==> config.mk <==
export PLATFORM = sky130hd
export DESIGN_NAME = flash_overlay_remap
export DESIGN_NICKNAME = d
export VERILOG_FILES = /design/src/rtl/flash_overlay_remap.sv
export SDC_FILE = /design/constraint.sdc
export NUM_CORES = 1
export LEC_CHECK = 0
export ABC_AREA = 1
export BUFFER_PORTS_ARGS = -buffer_cell sky130_fd_sc_hd__buf_2
export CAP_MARGIN = 20
export CORE_MARGIN = 1.5
export CORE_UTILIZATION = 29
export DETAILED_ROUTE_END_ITERATION = 10
export PLACE_DENSITY_LB_ADDON = 0.05
export SYNTH_ARGS = -nofsm -noshare
export SYNTH_HDL_FRONTEND = slang
export SYNTH_SLANG_ARGS = --single-unit
==> constraint.sdc <==
create_clock -name clk -period 1 [get_ports clk]
set_clock_uncertainty 0.05 [all_clocks]
set_input_delay 0.15 -clock clk [delete_from_list [all_inputs] [get_ports clk]]
set_output_delay 0.15 -clock clk [all_outputs]
set_load 0.005 [all_outputs]
==> src/rtl/flash_overlay_remap.sv <==
module flash_overlay_remap #(
  parameter int ADDR_W = 32,
  parameter int BLK_W = 10,
  parameter int SEL_W = 2,
  parameter logic [ADDR_W-1:0] FLASH_END = 32'h0003_FFFF,
  parameter logic [ADDR_W-1:0] OVL_BASE = 32'h0003_F000,
  parameter logic [ADDR_W-1:0] RAM_BASE = 32'hFFFF_D800
) (
  input  logic              clk,
  input  logic              rst_n,
  input  logic              cfg_we,
  input  logic              cfg_en_wr,
  input  logic [SEL_W-1:0]  cfg_sel_wr,
  input  logic [ADDR_W-1:0] addr,
  output logic              flash_sel,
  output logic              ram_sel,
  output logic [BLK_W-1:0]  ram_off,
  input  logic              p1_req,
  input  logic              e1_req,
  input  logic              p2_req,
  input  logic              e2_req,
  output logic              prog_mode,
  output logic              erase_mode
);
  localparam int TAG_W = ADDR_W - BLK_W;

  logic             ovl_en;
  logic [SEL_W-1:0] ovl_sel;
  logic [ADDR_W-1:0] ovl_base;
  logic flash_hit, ram_hit, ovl_hit;

  always_ff @(posedge clk or negedge rst_n) begin
    if (!rst_n) begin
      ovl_en  <= 1'b0;
      ovl_sel <= '0;
    end else if (cfg_we) begin
      ovl_en  <= cfg_en_wr;
      ovl_sel <= cfg_sel_wr;
    end
  end

  assign ovl_base  = OVL_BASE + ({{(ADDR_W-SEL_W){1'b0}}, ovl_sel} << BLK_W);
  assign flash_hit = addr <= FLASH_END;
  assign ram_hit   = addr[ADDR_W-1:BLK_W] == RAM_BASE[ADDR_W-1:BLK_W];
  assign ovl_hit   = ovl_en && (addr[ADDR_W-1:BLK_W] == ovl_base[ADDR_W-1:BLK_W]);

  assign flash_sel = flash_hit && !ovl_hit;
  assign ram_sel   = ram_hit || ovl_hit;
  assign ram_off   = addr[BLK_W-1:0];

  // emulation protection
  assign prog_mode  = (p1_req || p2_req) && !ovl_en;
  assign erase_mode = (e1_req || e2_req) && !ovl_en;

  logic [TAG_W-1:0] unused_tag;
  assign unused_tag = '0;
endmodule


==> results of run 1 <==
-- cell type report --
| type | instances | area (um^2) | share of cell area (%) |
|---|---|---|---|
| clock buffers | 4 | 26.3 | 4.11 |
| inverters | 9 | 33.8 | 5.28 |
| multi-input cells | 49 | 229 | 35.8 |
| flip-flops and latches | 3 | 75.1 | 11.7 |
| well taps | 15 | 18.8 | 2.94 |
| repair buffers | 45 | 256 | 40.1 |
-- where the power goes --
| part | leakage (nW) | switching [mW] | internal [mW] | total (mW) |
|---|---|---|---|---|
| clock network | 0.0150 | 0.0625 | 0.150 | 0.212 |
| logic | 0.334 | 0.0819 | 0.120 | 0.202 |
| registers | 0.0360 | 0.00553 | 0.133 | 0.139 |
-- cell usage after synthesis --
| cell type | n | area [um^2] |
|---|---|---|
| buf_4 | 10 | 75.1 |
| dfrtp_1 | 3 | 75.1 |
| inv_1 | 9 | 33.8 |
| mux2_2 | 1 | 11.3 |
| nand2_1 | 18 | 67.6 |
| nand3_1 | 3 | 15.0 |
| nand4_1 | 4 | 25.0 |
| nor2_1 | 19 | 71.3 |
| nor2_2 | 2 | 12.5 |
| o21ai_0 | 2 | 10.0 |
-- cells in the final DEF, fill, tap and decap left out --
| master | netlist | layout |
|---|---|---|
| buf_2 | 0 | 35 |
| buf_4 | 10 | 8 |
| buf_6 | 0 | 1 |
| clkbuf_1 | 0 | 1 |
| clkbuf_4 | 0 | 3 |
| dfrtp_1 | 3 | 3 |
| dlygate4sd3_1 | 0 | 1 |
| inv_1 | 9 | 7 |
| inv_2 | 0 | 2 |
| mux2_2 | 1 | 1 |
| nand2_1 | 18 | 16 |
| nand2_2 | 0 | 2 |
| nand3_1 | 3 | 3 |
| nand4_1 | 4 | 4 |
| nor2_1 | 19 | 16 |
| nor2_2 | 2 | 5 |
| o21ai_0 | 2 | 1 |
| o21ai_2 | 0 | 1 |
-- sequential cells by signal, indices dropped and copies added, names as in the netlist --
register	flops
ovl_sel	2
ovl_en	1
-- critical path, cell delays in order, from the launching register on --
cell	delay, ns
dfrtp_1	0.37
nand2_1	0.07
nand2_1	0.05
nor2_1	0.08
nand2_1	0.07
nor2_1	0.10
nor2_1	0.04
buf_2	0.12
-- through the flow --
step / setup TNS (ns) / cell area, um^2 / utilization, %
global placement: -0.178 / 538 / 41.9
finish: -1.39 / 639 / 49.8
detailed placement: -0.181 / 538 / 41.9
CTS: -1.30 / 616 / 47.9
floorplan: 0 / 397 / -
global route: -1.79 / 639 / 49.8
-- path summary, 6_finish.rpt --
check,cells after the start,start,slack [ns],end
max in group asynchronous,2,rst_n,0.59,ovl_en$_DFFE_PN0P_
worst max-delay path,7,ovl_sel[0]$_DFFE_PN0P_,-0.33,flash_sel
worst min-delay path,3,cfg_sel_wr[0],0.07,ovl_sel[0]$_DFFE_PN0P_
worst max register to register,8,ovl_sel[0]$_DFFE_PN0P_,-0.33,ovl_sel[0]$_DFFE_PN0P_
min in group asynchronous,2,rst_n,0.20,ovl_sel[0]$_DFFE_PN0P_
worst min register to register,3,ovl_sel[1]$_DFFE_PN0P_,0.58,ovl_sel[1]$_DFFE_PN0P_
-- cell families after synthesis --
family / after synthesis
flops: 3
buf+inv: 19
compound gates: 2
mux: 1
simple gates: 46
-- per-layer routing --
metal	track usage, %	wire [um]
met5	0	0
met4	3.45	2
met3	5.56	120
met2	22.6	513
met1	16.7	410
-- repair_timing --
item / in CTS / in global routing
hold endpoints to repair: 3 / 0
hold buffers: 1 / 0
setup endpoints to repair: 4 / 6
pin swaps: 4 / 4
gates resized for setup: 3 / 7
setup buffers: 5 / 1
==> metrics.csv, run 1 <==
metric;value;unit
# port buffers;35;
largest net degree at the start of global routing;6;
sequential-to-total area share from yosys stat;18.9;%
GRT overflow;0;
H-tree depth;1;
Synth Area per Inst;5.59;um^2
# IOs;56;
Post-Synth XOR/XNOR Area;0;%
DP HPWL;859;um
CTS Buf Count;3;
core area;1280;um^2
final setup margin;-0.329;ns
CP max FO;2;
Syn Inst Count;71;
RSZ-0062 raised after global routing;true;
Pwr Density;865;nW/um^2
nets;153;
routability cong.;0.634;
total track usage;13.8;%
Die Span X;40.0;um
CTS tree;done;
final hold vios;0;
die area;1600;um^2
WP data arrival;1.13;ns
Initial DRC Count;6;
max-slew violations;0;
Worst Tran Pin Value;0.129;ns
mux cell area share after synthesis;2.84;%
drt first pass iters;4;
antenna cell count;0;
yosys warns;0;
WHS;0.0747;ns
vias in the first global route;426;
synthesis-to-finish area growth;61.2;%
Max VDD drop;0.904;mV
largest family of logic cells by synthesized area;simple AND/OR/NAND/NOR gates;
Hold Crit Class;input pin to flop;
WS Path Type;flop to primary output;
Final setup viols;6;
post-synthesis net count;113;
Mapped Area;397;um^2
simple-gate share of the synthesized area;48.3;%
Routed WL;1050;um
Required @ worst endpoint;0.80;ns
Avg WL per Cell;8.38;um
Finished Layout Cells;125;
Avg Vias per Cell;4.34;
Reg clk slew, reported paths;0.04;ns
max_cap viols;0;
CTS max path bufs;2;
Placed Cells;114;
die height;40.0;um
post-layout min period;1.33;ns
Yosys reg bits;3;
Worst setup SP type;flop;
FP Rows;13;
CTS root buffer;clkbuf_4;
Post-Synth Adder-Cell Area;0;%
CP Capture Type;primary output;
later-pin clock latency in the skew report;0.23;ns
wire length of the first global-routing pass;1500;um
Yosys cell types;10;
status;finished with violations;
Final Cycle Share;133;%
LEAKAGE;0.385;nW
# DRC;0;
clock sinks;3;
post-route ant nets;0;
failing checks;negative setup slack;
total number of vias;542;
Synth Area in Compound Gates;2.52;%
Starting Density;30.9;%
pre-CTS setup slack;-0.0925;ns
fmax;0.752;GHz
initial antenna violation count;0;
Slew HR;91.3;%
ratio of cells with drive above 1 in the final layout;52.7;%
Power, Total;0.553;mW
fillers;149;
No activity file was read; power rests on OpenSTA's default activity.
==> inputs of run 2 (changes only) <==
CORE_UTILIZATION = 26   (was 29)
clock period = 1.2 ns   (was 1 ns; I/O delays follow)
==> run 2 against run 1 <==
Against the previous run:
- count of clock-buffer cells in the layout is the same
- power shrank 24%
- the flow still finishes with violations (negative setup slack)
- clock power shrank 17%
- critical path depth grew 1
- setup slack gained 0.17 ns
- wire length shrank 7.9%
- register-to-register slack gained 0.61 ns
- sequential cell count is the same
- cell area shrank 10%
==> metrics.csv, run 2 (synthesis gave the netlist of run 1 again) <==
metric;value;unit
largest net degree at the start of global routing;6;
# IOs;56;
initial antenna violation count;0;
CP max FO;2;
Sum Neg Setup Slack;-0.303;ns
Worst setup SP type;flop;
WP data arrival;1.13;ns
fillers;168;
core area;1370;um^2
RSZ-0062 raised after global routing;true;
wire length of the first global-routing pass;1590;um
Final Cycle Share;113;%
CTS max path bufs;2;
total number of vias;479;
Most flops, register;ovl_sel;
routability cong.;0.741;
slowest stage cell, crit path;dfrtp_1;
most common cell after layout, fill and taps aside;buf_2;
routed length on met3;75;um
CTS Buf Count;3;
nets;146;
CTS tree;done;
CP Capture Type;primary output;
FP Rows;13;
most frequent cells in the layout;buf_2 (35), nor2_1 (18), nand2_1 (18);
clock sinks;3;
max incr delay on CP;0.34;ns
status;finished with violations;
Initial DRC Count;5;
# DRC;0;
met2 wire length;510;um
max_cap viols;0;
Hold Crit Class;input pin to flop;
fmax;0.737;GHz
final hold vios;0;
Power, Total;0.421;mW
Reg clk slew, reported paths;0.04;ns
final setup margin;-0.157;ns
Slew HR;91.6;%
later-pin clock latency in the skew report;0.23;ns
antenna cell count;0;
DP HPWL;833;um
DR top layer;met3;
Avg Vias per Cell;4.06;
biggest regs;ovl_sel (2), ovl_en (1);
WS Path Type;flop to primary output;
max-slew violations;0;
Starting Density;29.0;%
Routed WL;964;um
die area;1770;um^2
Core Util, Final;41.9;%
CP delay by family, top;simple AND/OR/NAND/NOR gates;
met1 WL;378;um
Max VDD drop;0.435;mV
Die Span X;42.1;um
Final Instance Area;573;um^2
synthesis-to-finish area growth;44.5;%
crit path cell chain;inv_2, nand2_1, nand2_1, nor2_1, nand2_1, nor2_1, nor2_1, buf_2;
# port buffers;35;
GRT overflow;0;
Largest register FFs;2;
drt first pass iters;3;
Final setup viols;2;
dpl cell area;523;um^2
failing checks;negative setup slack;
die height;42.1;um
buffers plus inverters on the worst setup path;2;
Required @ worst endpoint;0.97;ns
Pwr Density;734;nW/um^2
register area;75.1;um^2
multi-input logic area;215;um^2
Worst Tran Pin Value;0.125;ns
Avg WL per Cell;8.17;um
CTS root buffer;clkbuf_4;
H-tree depth;1;
vias in the first global route;438;
ratio of cells with drive above 1 in the final layout;44.7;%
total track usage;11.9;%
post-route ant nets;0;
post-layout min period;1.36;ns
LEAKAGE;0.351;nW
## run 2: report_power, final
group	switching, mW	total [mW]	internal (mW)
Combinational	0.0544	0.128	0.0731
Clock	0.0520	0.177	0.125
Sequential	0.00521	0.116	0.111
## run 2: worst paths after layout
check                           depth (start not counted)                    from  slack, ns                endpoint
worst max-delay path                                    8  ovl_sel[0]$_DFFE_PN0P_      -0.16               flash_sel
worst min-delay path                                    3           cfg_sel_wr[0]       0.10  ovl_sel[0]$_DFFE_PN0P_
worst max register to register                          2      ovl_en$_DFFE_PN0P_       0.28      ovl_en$_DFFE_PN0P_
worst min register to register                          2  ovl_sel[1]$_DFFE_PN0P_       0.48  ovl_sel[1]$_DFFE_PN0P_
max in group asynchronous                               2                   rst_n       0.77      ovl_en$_DFFE_PN0P_
min in group asynchronous                               2                   rst_n       0.22  ovl_sel[1]$_DFFE_PN0P_
## run 2: final cells by class
type	instances	share of cell area, %
Multi-Input combinational cell	49	37.6
Inverter	9	5.90
Sequential cell	3	13.1
Tap cell	15	3.28
Timing Repair Buffer	38	35.6
Clock buffer	4	4.59
## run 2: worst register-to-register path: stages (launching register included)
cell     delay [ns]
dfrtp_1        0.38
buf_6          0.13
mux2_2         0.25
## run 2: repair_timing
item                                    CTS  global route
gates resized for setup                   1             3
endpoints found under the setup margin    2             4
hold buffers                              1             0
endpoints found under the hold margin     3             0
pin swaps                                 3             8
buffers inserted                          0             1
## run 2: per-layer routing
layer  track usage, %  vias to the layer above
met4             8.13                        0
li1                 -                      272
met2             20.3                       19
met5                0                        -
met3             4.74                        0
met1             11.7                      188
## run 2: stage by stage
stage | cells | setup WS (ns) | hold slack (ns)
floorplan | 71 | 0.236 | -0.166
global placement | 112 | 0.0661 | -0.0709
detailed placement | 112 | 0.0755 | -0.0708
CTS | 117 | -0.172 | 0.0971
global route | 118 | -0.280 | 0.119
finish | 118 | -0.157 | 0.104
==> inputs of run 3 (changes only) <==
==> constraint.sdc (replaced) <==
create_clock -name clk -period 1.2 [get_ports clk]
set_clock_uncertainty 0.05 [all_clocks]
set_input_delay 0.12 -clock clk [delete_from_list [all_inputs] [get_ports clk]]
set_output_delay 0.12 -clock clk [all_outputs]
set_load 0.005 [all_outputs]
==> run 3 against run 2 <==
Against the previous run:
- the flow still finishes with violations (negative setup slack)
- first-iteration DRC count is 20% higher
- maximum frequency increased by 4.9%
- critical path depth fell by 1
- core utilization decreased by 0.82 points
- clock power barely moved
- largest cell class unchanged
==> metrics.csv, run 3 (synthesis gave the netlist of run 1 again) <==
metric;value;unit
met2 wire length;472;um
Max VDD drop;0.839;mV
fillers;167;
Critical Path End;flash_sel;
CTS tree;done;
Avg WL per Cell;8.13;um
CP Launch Point;ovl_sel[0]$_DFFE_PN0P_;
total number of vias;479;
Starting Density;29.0;%
routability cong.;0.770;
ratio of cells with drive above 1 in the final layout;43.1;%
WP data arrival;1.12;ns
Reg clk slew, reported paths;0.04;ns
die area;1770;um^2
Worst setup SP type;flop;
Critical R2R Launch;ovl_en$_DFFE_PN0P_;
core area;1370;um^2
synthesis-to-finish area growth;41.6;%
Pwr Density;732;nW/um^2
Core Util, Final;41.1;%
Final setup viols;2;
crit path cell chain;nand2_1, nand2_1, nor2_2, nand2_1, nor2_1, nor2_1, buf_2;
LEAKAGE;0.345;nW
CP Capture Type;primary output;
Die Span X;42.1;um
max-slew violations;0;
Worst Tran Pin Value;0.129;ns
drt first pass iters;4;
CP max FO;2;
antenna cell count;0;
# DRC;0;
Worst R2R Path Depth;2;
RSZ-0062 raised after global routing;true;
final setup margin;-0.0938;ns
GRT overflow;0;
post-layout min period;1.29;ns
initial antenna violation count;0;
Most flops, register;ovl_sel;
most common cell after layout, fill and taps aside;buf_2;
final hold vios;0;
Avg Vias per Cell;4.09;
Largest register FFs;2;
multi-input logic area;215;um^2
fmax;0.773;GHz
max_cap viols;0;
wire length of the first global-routing pass;1580;um
Final Cycle Share;108;%
DP HPWL;824;um
CTS root buffer;clkbuf_4;
Crit path top cell by count;nand2_1;
Slew HR;91.3;%
vias in the first global route;426;
WP depth;7;
biggest regs;ovl_sel (2), ovl_en (1);
Power, Total;0.411;mW
register area;75.1;um^2
Hold Path Stages;3;
DR top layer;met3;
total track usage;11.5;%
WS Path Type;flop to primary output;
Initial DRC Count;6;
nets;145;
# port buffers;35;
H-tree depth;1;
failing checks;negative setup slack;
Reg2Reg Setup Slack;0.27;ns
die height;42.1;um
status;finished with violations;
# IOs;56;
Hold Crit Class;input pin to flop;
max incr delay on CP;0.36;ns
post-route ant nets;0;
slowest stage cell, crit path;dfrtp_1;
WHS;0.0536;ns
later-pin clock latency in the skew report;0.23;ns
most frequent cells in the layout;buf_2 (35), nor2_1 (18), nand2_1 (18);
buffers plus inverters on the worst setup path;1;
routed length on met3;97;um
CTS Buf Count;3;
Routed WL;951;um
Required @ worst endpoint;1.03;ns
CP delay by family, top;simple AND/OR/NAND/NOR gates;
CTS max path bufs;2;
largest net degree at the start of global routing;6;
met1 WL;381;um
pre-CTS setup slack;0.110;ns
FP Rows;13;
clock sinks;3;
FF-to-FF End;ovl_en$_DFFE_PN0P_;
[run 3: cell types whose count changed in the layout (fill, tap and decap cells not counted)]
cell	before	now
inv_1	7	8
buf_6	1	0
inv_2	2	1
[run 3: cell type report]
cell class	count	share of cell area, %
timing repair buffer	37	34.3
clock buffer	4	4.68
multi-input combinational	49	38.3
tap	15	3.34
inverter	9	6.01
sequential	3	13.4
[run 3: metrics by stage]
step / TNS [ns] / instances / cell area [um^2]
after floorplan: 0 / 71 / 397
after global placement: 0 / 111 / 515
after detailed placement: 0 / 111 / 515
after CTS: -0.236 / 117 / 559
after global routing: -0.378 / 117 / 562
final: -0.172 / 117 / 562
[run 3: report_power, final]
group	internal (mW)	total (mW)	switching [mW]
clock	0.125	0.175	0.0508
combinational	0.0670	0.120	0.0535
sequential	0.111	0.116	0.00438
[run 3: layer usage]
layer,track usage (%),vias up
met3,7.33,0
met1,12.3,187
li1,-,271
met4,2.50,0
met2,19.1,21
met5,0,-
[run 3: how the worst min path moves through the flow]
stage             startpoint                     end  slack (ns)
5_1_grt        cfg_sel_wr[0]  ovl_sel[0]$_DFFE_PN0P_        0.07
6_report       cfg_sel_wr[1]  ovl_sel[1]$_DFFE_PN0P_        0.05
2_1_floorplan          rst_n      ovl_en$_DFFE_PN0P_       -0.23
3_3_place_gp           rst_n  ovl_sel[1]$_DFFE_PN0P_       -0.13
4_1_cts        cfg_sel_wr[1]  ovl_sel[1]$_DFFE_PN0P_        0.05
3_5_place_dp           rst_n      ovl_en$_DFFE_PN0P_       -0.13
[run 3: timing repair]
action                                  in CTS  in global routing
pin swaps                                    0                  1
endpoints found under the setup margin       2                  2
gates resized for setup                      1                  1
hold buffers                                 1                  0
endpoints found under the hold margin        3                  0
buffers inserted                             1                  0
[run 3: worst register-to-register path: stages, from the launching register on]
cell and delay, ns:
dfrtp_1 0.37, buf_4 0.14, mux2_2 0.25
